<file path="src/rtl/cinv_pkg.sv">
package cinv_pkg;
  typedef enum logic {
    SW_IDLE = 1'b0,
    SW_RUN  = 1'b1
  } sweep_state_e;
endpackage

</file>
<file path="src/rtl/cinv_ctrl_reg.sv">
module cinv_ctrl_reg (
  input  logic clk_i,
  input  logic rst_ni,
  input  logic we_i,
  input  logic inv_bit_i,
  input  logic keep_bit_i,
  input  logic sweep_end_i,
  output logic inv_q_o,
  output logic keep_q_o
);
  logic inv_q, keep_q;

  always_ff @(posedge clk_i or negedge rst_ni) begin
    if (!rst_ni) begin
      inv_q  <= 1'b0;
      keep_q <= 1'b0;
    end else begin
      if (we_i) keep_q <= keep_bit_i;
      // end of sweep wins over a late rewrite
      if (sweep_end_i)            inv_q <= 1'b0;
      else if (we_i && inv_bit_i) inv_q <= 1'b1;
    end
  end

  assign inv_q_o  = inv_q;
  assign keep_q_o = keep_q;

  a_r11_keep_load: assert property (@(posedge clk_i) disable iff (!rst_ni)
    we_i |=> (keep_q == $past(keep_bit_i)));
endmodule

</file>
<file path="src/rtl/cinv_sweep.sv">
module cinv_sweep
  import cinv_pkg::*;
#(
  parameter int NUM_SETS = 128,
  localparam int SET_W = $clog2(NUM_SETS)
) (
  input  logic             clk_i,
  input  logic             rst_ni,
  input  logic             start_i,
  output logic             busy_o,
  output logic             end_o,
  output logic             done_o,
  output logic [SET_W-1:0] idx_o
);
  localparam logic [SET_W-1:0] LAST_IDX = SET_W'(NUM_SETS - 1);

  sweep_state_e     state_q;
  logic [SET_W-1:0] idx_q;
  logic             done_q;
  logic             at_end;

  assign at_end = (state_q == SW_RUN) && (idx_q == LAST_IDX);

  always_ff @(posedge clk_i or negedge rst_ni) begin
    if (!rst_ni) begin
      state_q <= SW_IDLE;
      idx_q   <= '0;
      done_q  <= 1'b0;
    end else begin
      done_q <= at_end;
      unique case (state_q)
        SW_IDLE: if (start_i) begin
          state_q <= SW_RUN;
          idx_q   <= '0;
        end
        SW_RUN: begin
          if (at_end) begin
            state_q <= SW_IDLE;
            idx_q   <= '0;
          end else begin
            idx_q <= idx_q + 1'b1;
          end
        end
        default: state_q <= SW_IDLE;
      endcase
    end
  end

  assign busy_o = (state_q == SW_RUN);
  assign end_o  = at_end;
  assign done_o = done_q;
  assign idx_o  = idx_q;

  a_r3_step_up: assert property (@(posedge clk_i) disable iff (!rst_ni)
    (busy_o && $past(busy_o)) |-> (idx_q == $past(idx_q) + 1'b1));
  a_r10_no_restart: assert property (@(posedge clk_i) disable iff (!rst_ni)
    (busy_o && $past(busy_o)) |-> (idx_q != '0));
  a_r5_done_after: assert property (@(posedge clk_i) disable iff (!rst_ni)
    done_o |-> (!busy_o && $past(busy_o)));
  a_r1_start: assert property (@(posedge clk_i) disable iff (!rst_ni)
    (start_i && !busy_o) |=> (busy_o && idx_q == '0));
endmodule

</file>
<file path="src/rtl/cinv_port_mux.sv">
module cinv_port_mux #(
  parameter int NUM_WAYS = 4,
  parameter int SET_W    = 7,
  localparam int WAY_W   = $clog2(NUM_WAYS)
) (
  input  logic                clk_i,
  input  logic                rst_ni,
  input  logic                busy_i,
  input  logic [SET_W-1:0]    idx_i,
  input  logic                push_req_i,
  input  logic [SET_W-1:0]    push_set_i,
  input  logic [WAY_W-1:0]    push_way_i,
  input  logic                keep_i,
  output logic                push_ack_o,
  output logic                we_o,
  output logic [SET_W-1:0]    set_o,
  output logic [NUM_WAYS-1:0] mask_o
);
  logic [NUM_WAYS-1:0] way_dec;

  for (genvar w = 0; w < NUM_WAYS; w++) begin : g_way_dec
    assign way_dec[w] = (push_way_i == WAY_W'(w));
  end

  always_comb begin
    push_ack_o = push_req_i && !busy_i;
    we_o       = 1'b0;
    set_o      = push_set_i;
    mask_o     = '0;
    if (busy_i) begin
      we_o   = 1'b1;
      set_o  = idx_i;
      mask_o = '1;
    end else if (push_ack_o && !keep_i) begin
      we_o   = 1'b1;
      mask_o = way_dec;
    end
  end

  a_r9_no_ack_busy: assert property (@(posedge clk_i) disable iff (!rst_ni)
    busy_i |-> !push_ack_o);
  a_r7_push_onehot: assert property (@(posedge clk_i) disable iff (!rst_ni)
    (we_o && !busy_i) |-> ($onehot0(mask_o) && $countones(mask_o) == 1));
  a_r8_keep_no_write: assert property (@(posedge clk_i) disable iff (!rst_ni)
    (push_ack_o && keep_i) |-> !we_o);
endmodule

</file>
<file path="src/rtl/cache_inval_seq.sv">
module cache_inval_seq #(
  parameter int NUM_SETS = 128,
  parameter int NUM_WAYS = 4,
  localparam int SET_W   = $clog2(NUM_SETS),
  localparam int WAY_W   = $clog2(NUM_WAYS)
) (
  input  logic                clk_i,
  input  logic                rst_ni,
  input  logic                ctrl_we_i,
  input  logic                ctrl_inv_i,
  input  logic                ctrl_keep_i,
  output logic                inv_pending_o,
  output logic                keep_on_push_o,
  input  logic                bus_req_i,
  output logic                stall_o,
  input  logic                push_req_i,
  input  logic [SET_W-1:0]    push_set_i,
  input  logic [WAY_W-1:0]    push_way_i,
  output logic                push_ack_o,
  output logic                vld_we_o,
  output logic [SET_W-1:0]    vld_set_o,
  output logic [NUM_WAYS-1:0] vld_way_mask_o,
  output logic                busy_o,
  output logic                done_o
);
  logic             busy, sweep_end, start;
  logic [SET_W-1:0] idx;

  assign start = ctrl_we_i && ctrl_inv_i && !busy;

  cinv_ctrl_reg u_ctrl (
    .clk_i       (clk_i),
    .rst_ni      (rst_ni),
    .we_i        (ctrl_we_i),
    .inv_bit_i   (ctrl_inv_i),
    .keep_bit_i  (ctrl_keep_i),
    .sweep_end_i (sweep_end),
    .inv_q_o     (inv_pending_o),
    .keep_q_o    (keep_on_push_o)
  );

  cinv_sweep #(.NUM_SETS(NUM_SETS)) u_sweep (
    .clk_i   (clk_i),
    .rst_ni  (rst_ni),
    .start_i (start),
    .busy_o  (busy),
    .end_o   (sweep_end),
    .done_o  (done_o),
    .idx_o   (idx)
  );

  cinv_port_mux #(.NUM_WAYS(NUM_WAYS), .SET_W(SET_W)) u_mux (
    .clk_i      (clk_i),
    .rst_ni     (rst_ni),
    .busy_i     (busy),
    .idx_i      (idx),
    .push_req_i (push_req_i),
    .push_set_i (push_set_i),
    .push_way_i (push_way_i),
    .keep_i     (keep_on_push_o),
    .push_ack_o (push_ack_o),
    .we_o       (vld_we_o),
    .set_o      (vld_set_o),
    .mask_o     (vld_way_mask_o)
  );

  assign busy_o  = busy;
  assign stall_o = bus_req_i && busy;

  a_r4_stall_busy: assert property (@(posedge clk_i) disable iff (!rst_ni)
    stall_o |-> busy_o);
  a_r6_quiet_idle: assert property (@(posedge clk_i) disable iff (!rst_ni)
    (!busy_o && !push_req_i) |-> !vld_we_o);
  a_r5_pending_busy: assert property (@(posedge clk_i) disable iff (!rst_ni)
    busy_o |-> inv_pending_o);
endmodule

</file>
<file path="config.mk">
export PLATFORM = sky130hd
export DESIGN_NAME = cache_inval_seq
export DESIGN_NICKNAME = d
export VERILOG_FILES = /design/src/rtl/cinv_pkg.sv /design/src/rtl/cinv_ctrl_reg.sv /design/src/rtl/cinv_sweep.sv /design/src/rtl/cinv_port_mux.sv /design/src/rtl/cache_inval_seq.sv
export SDC_FILE = /design/constraint.sdc
export NUM_CORES = 1
export LEC_CHECK = 0
export BUFFER_PORTS_ARGS = -buffer_cell sky130_fd_sc_hd__buf_2
export CORE_MARGIN = 5
export CORE_UTILIZATION = 35
export CTS_BUF_LIST = sky130_fd_sc_hd__clkbuf_4
export DETAILED_ROUTE_END_ITERATION = 8
export PLACE_DENSITY = 0.67
export SLEW_MARGIN = 20
export SYNTH_ARGS = -nofsm -noshare
export SYNTH_HDL_FRONTEND = slang
export SYNTH_SLANG_ARGS = --single-unit
</file>
<file path="constraint.sdc">
create_clock -name clk_i -period 1.5 [get_ports clk_i]
set_input_delay 0.15 -clock clk_i [delete_from_list [all_inputs] [get_ports clk_i]]
set_output_delay 0.15 -clock clk_i [all_outputs]
set_load 0.01 [all_outputs]
</file>
Word-level counts from Yosys, hierarchy flattened
Index checks and enable logic that the tools add are counted.
{"block": "classes", "addsub": 1, "eq_ne": 5, "muxes": 13, "bitwise_logic": 1, "n_reduce_logical": 10}
{"op": "$mux 7", "count": 3}
{"op": "$pmux 7 s2", "count": 1}
{"op": "$mux 4", "count": 2}
{"op": "$add 7x1->7 const B", "count": 1}
{"op": "$eq 7x7->1 const B", "count": 1}
{"op": "$logic_and 1x1->1", "count": 6}
{"op": "$mux 1", "count": 6}
{"op": "$eq 2x2->1 const B", "count": 2}
{"op": "$eq 2x1->1 const B", "count": 1}
{"op": "$logic_not 1->1", "count": 2}
{"op": "$logic_not 2->1", "count": 1}
{"op": "$ne 2x2->1 const B", "count": 1}
{"op": "$pmux 1 s2", "count": 1}
{"op": "$reduce_bool 2->1", "count": 1}
{"op": "$not 1->1", "count": 1}
{"block": "word_totals", "regBits": 11, "inputBits": 16, "out_inout_bits": 18, "word_cells": 35}

Logic depth before layout (Yosys ltp)
{"block": "logic_depth", "ltp_word": 5, "ltp_mapped": 5, "ltp_nobuf": 5}

By module
Synthesis repeated with hierarchy kept, for this count alone.
{"block": "hier_totals", "hier_cells": 68, "hier_area_um2": 708.2}
{"module": "cinv_sweep", "instances": 1, "cells_per_inst": 44, "area_each_um2": 447.9, "seq_area_each_um2": 225.2}
{"module": "cinv_port_mux", "instances": 1, "cells_per_inst": 17, "area_each_um2": 170.2, "seq_area_each_um2": 0.0}
{"module": "cinv_ctrl_reg", "instances": 1, "cells_per_inst": 5, "area_each_um2": 73.8, "seq_area_each_um2": 50.0}
{"module": "cache_inval_seq", "instances": 1, "cells_per_inst": 2, "area_each_um2": 16.3, "seq_area_each_um2": 0.0}

Worst setup path before layout
No wires, ideal clock.
{"block": "synth_timing", "kind": "reg-to-output", "from": "register u_sweep.state_q, in the netlist u_sweep.busy_o", "to": "output vld_set_o[3]", "arrival_time_ps": 1107, "required_ps": 1350, "setup_slack_ps": 243, "path_stages_with_launch": 4, "path_buffers": 2, "cell_sequence": "dfrtp_1 -> clkbuf_2 -> buf_2 -> mux2_2"}
{"block": "synth_between", "elab_chain_len": 1}
{"element": "from (decl)", "line_no": "cinv_sweep.sv:17", "text": "sweep_state_e state_q;"}
{"element": "from (signal assigned)", "line_no": "cinv_sweep.sv:26", "text": "state_q <= SW_IDLE;"}
{"element": "from (signal assigned)", "line_no": "cinv_sweep.sv:33", "text": "state_q <= SW_RUN;"}
{"element": "from (signal assigned)", "line_no": "cinv_sweep.sv:38", "text": "state_q <= SW_IDLE;"}
{"element": "$mux 7", "line_no": "cinv_port_mux.sv:30", "text": "if (busy_i) begin"}
{"element": "to (decl)", "line_no": "cache_inval_seq.sv:21", "text": "output logic [SET_W-1:0] vld_set_o,"}
Every way passes these cells.

Worst setup path after layout
{"block": "layout_timing", "from": "register u_sweep.state_q, in the netlist u_sweep.busy_o", "to": "output vld_we_o"}
{"block": "layout_between", "elab_chain_len": 5}
{"element": "$logic_not 1->1", "line_no": "cinv_port_mux.sv:26", "text": "push_ack_o = push_req_i && !busy_i;"}
{"element": "$logic_and 1x1->1", "line_no": "cinv_port_mux.sv:26"}
{"element": "$logic_and 1x1->1", "line_no": "cinv_port_mux.sv:34", "text": "end else if (push_ack_o && !keep_i) begin"}
{"element": "$mux 1", "line_no": "cinv_port_mux.sv:34"}
{"element": "$mux 1 (*)", "line_no": "cinv_port_mux.sv:30"}
{"element": "to (decl)", "line_no": "cache_inval_seq.sv:20", "text": "output logic vld_we_o,"}
Mark *: on every way between the ends. The rest lies on a longest branch, timed or not.

==> flow_summary.toml <==
[die]
placementRows = 15
dieArea_mm2 = 0.00284
core_mm2 = 0.00175
ios = 34
dieHeight_um = 53.3
initial_core_util_pct = 37.6
die_x_um = 53.3

[power_and_ir_drop]
ir_drop_mv = 0.827
power.total_mw = 1.38
p_leak_nw = 0.447
p_per_area_mw_per_mm2 = 1490

[run_status]
outcome = "finished, final reports clean"

[logic_synthesis]
ys.flop_type = "dfrtp_1"
ys_seq_elements = 11
yosysWarnings = 0
ys_types = 27
async_reset_ff_share_pct = 100
synth_xor_area_share_pct = 6.68
syn_avg_cell_area_um2 = 9.79
synth-adder-area-share_pct = 1.91
synth_top_family_by_area = "simple AND/OR/NAND/NOR gates"
syn-num-nets = 84
synth-compound-area-share_pct = 14.9
syn_inst = 67
syn-cell-area_um2 = 656
synth_edf_count = 0
yosysSeqAreaShare_pct = 42.0
synthSimpleGateAreaFrac_pct = 18.7
synth.area.mux_share_pct = 12.0

[grt]
grt_max_degree = 12
antenna_found_initial = 0
grt_pass1_vias = 607
grt_pass1_wl_um = 2580
track_usage_pct = 12.3
grt.overflow.total = 0

[timing]
rsz0062_at_grt = "true"
finalCritPeriodShare_pct = 97.1
tightest_slew_ps = 424
fin_ws_ps = 44.1
clock.fmax_ghz = 0.687
setup_viol = 0
fin_worst_skew_ps = 1.14
drv_slew = 0
maxSlewHeadroom_pct = 71.8
hold_violations = 0
min_period_ps = 1460

[final_layout]
fill_cells = 164
layout.nets = 126
diodes = 0
areaGrowthSynthToFinish_pct = 42.0
fin_cells = 133
final_cell_area_um2 = 931
layout-drive-gt1-share_pct = 52.8

[setup_path]
worstPathArrival_ps = 1310
r2r_slack_ps = 160
slowest_stage = "dfrtp_2"
critPathMaxStageDelay_ps = 450
crit_family = "flip-flops"
path_buf_inv = 2
cp_cell_sequence = "buf_4 > or2_2 > buf_2"
end_kind = "output port"
cp_data_required_time_ps = 1350
critPathMaxFanout = 7
worstSetupPathType = "flop to output port"
crit_path_start_kind = "flop"

[cts]
clock_latency_ps = 270
clockBufferDepth = 2
cts_htree_levels = 1
cts_sinks = 11
cts_inserted_buffers = 3
cts_tree = "built"
cts-root-buf = "clkbuf_4"
clk_pin_slew_ps = 70

[route]
ant_nets = 0
wl_um = 1530
viasPerCell = 4.56
drtPass1Iterations = 2
drc = 0
wl_per_cell_um = 11.5
drt_iter0_drc = 1
num_vias = 606

[job]
drv_cap = 0

[placed_design]
port-buffer-count = 33
gp_congestion = 0.748
dp_slack_ps = 146
hpwlAfterDp_um = 1210
dpl.cell_count = 124
placed_area_um2 = 853

[min_path]
min_path_type = "primary input to flop"
==> cell families after synthesis <==
group,count (synthesis)
fa+ha+maj,1
buf+inv,6
simple gates,22
compound gates,15
mux,7
flops,11
xor+xnor,5
==> flip-flops by register name (all words and copies together) (netlist names) <==
signal / count
u_sweep.idx_o: 7
u_ctrl.inv_q_o: 1
u_ctrl.keep_q_o: 1
u_sweep.busy_o: 1
u_sweep.done_o: 1
==> power breakdown <==
group / internal (mW) / leakage [nW] / switching (mW)
sequential: 0.402 / 0.127 / 0.138
clock: 0.121 / 0.0184 / 0.106
combinational: 0.338 / 0.302 / 0.279
total: 0.861 / 0.447 / 0.524
==> what timing repair did <==
action / CTS / global route
setup buffers: 4 / 0
endpoints found under the setup margin: 13 / 3
endpoints found under the hold margin: 11 / 0
hold buffers: 1 / 0
gates resized for setup: 1 / 2
gates cloned: 0 / 0
==> cell usage in the layout, fill, tap and decap left out, drive strengths merged <==
master,n
a21oi,2
buf,39
mux2,7
nor2,3
dfrtp,11
and2,1
o22ai,1
nor2b,2
xnor2,2
a22o,2
nand3,2
clkbuf,4
ha,1
xor2,3
inv,3
and3,2
or2,1
nand2,10
nand2b,1
o21bai,4
dlygate4sd3,1
o21ai,6
==> metal layers <==
metal	vias to the layer above	wire [µm]	track usage, %
met4	0	22	5.11
met5	-	0	0
met2	26	706	19.2
li1	308	-	-
met1	269	664	16.6
met3	3	133	1.97
==> final timing paths <==
check / cells after the start / startpoint / endpoint
max in group asynchronous: 2 / rst_ni / u_sweep.busy_o
min reg2reg: 2 / u_ctrl.inv_q_o / u_ctrl.inv_q_o
min: 2 / ctrl_keep_i / u_ctrl.keep_q_o
max reg2reg: 5 / u_sweep.idx_o[0] / u_sweep.idx_o[6]
max: 3 / u_sweep.busy_o / vld_we_o
min in group asynchronous: 2 / rst_ni / u_sweep.idx_o[1]
==> worst register-to-register path, cell delays in order (launching register included) <==
cell and delay (ps):
dfrtp_1 400, ha_1 210, and3_4 220, nand3_4 90
xnor2_1 140, a22o_1 170
==> per-stage QoR <==
stage	hold slack, ps	util (%)	setup TNS, ps
floorplan	-146	-	0
global placement	38.0	48.9	0
detailed placement	35.1	48.9	0
CTS	111	53.0	0
global route	117	53.3	-3.51
finish	111	53.3	0
==> cells in the mapped netlist (2+ instances only) <==
| master | count | share of area [%] |
|---|---|---|
| dfrtp_1 | 11 | 42 |
| nand2_1 | 10 | 5.7 |
| mux2_2 | 7 | 12 |
| o21ai_0 | 4 | 3.1 |
| o21bai_1 | 4 | 4.6 |
| inv_1 | 3 | 1.7 |
| xor2_1 | 3 | 4.0 |
| a21oi_1 | 2 | 1.5 |
| a22o_1 | 2 | 2.7 |
| nor2_1 | 2 | 1.1 |
| nor2b_1 | 2 | 1.9 |
| xnor2_1 | 2 | 2.7 |
==> cell type report <==
type / instances / area (µm²) / share of cell area [%]
Tap cell: 25 / 31.3 / 3.36
Clock buffer: 4 / 30.0 / 3.23
Sequential cell: 11 / 277 / 29.7
Inverter: 3 / 11.3 / 1.21
Multi-Input combinational cell: 50 / 358 / 38.4
Timing Repair Buffer: 40 / 224 / 24.1
Power figures use the tool's default switching activity.
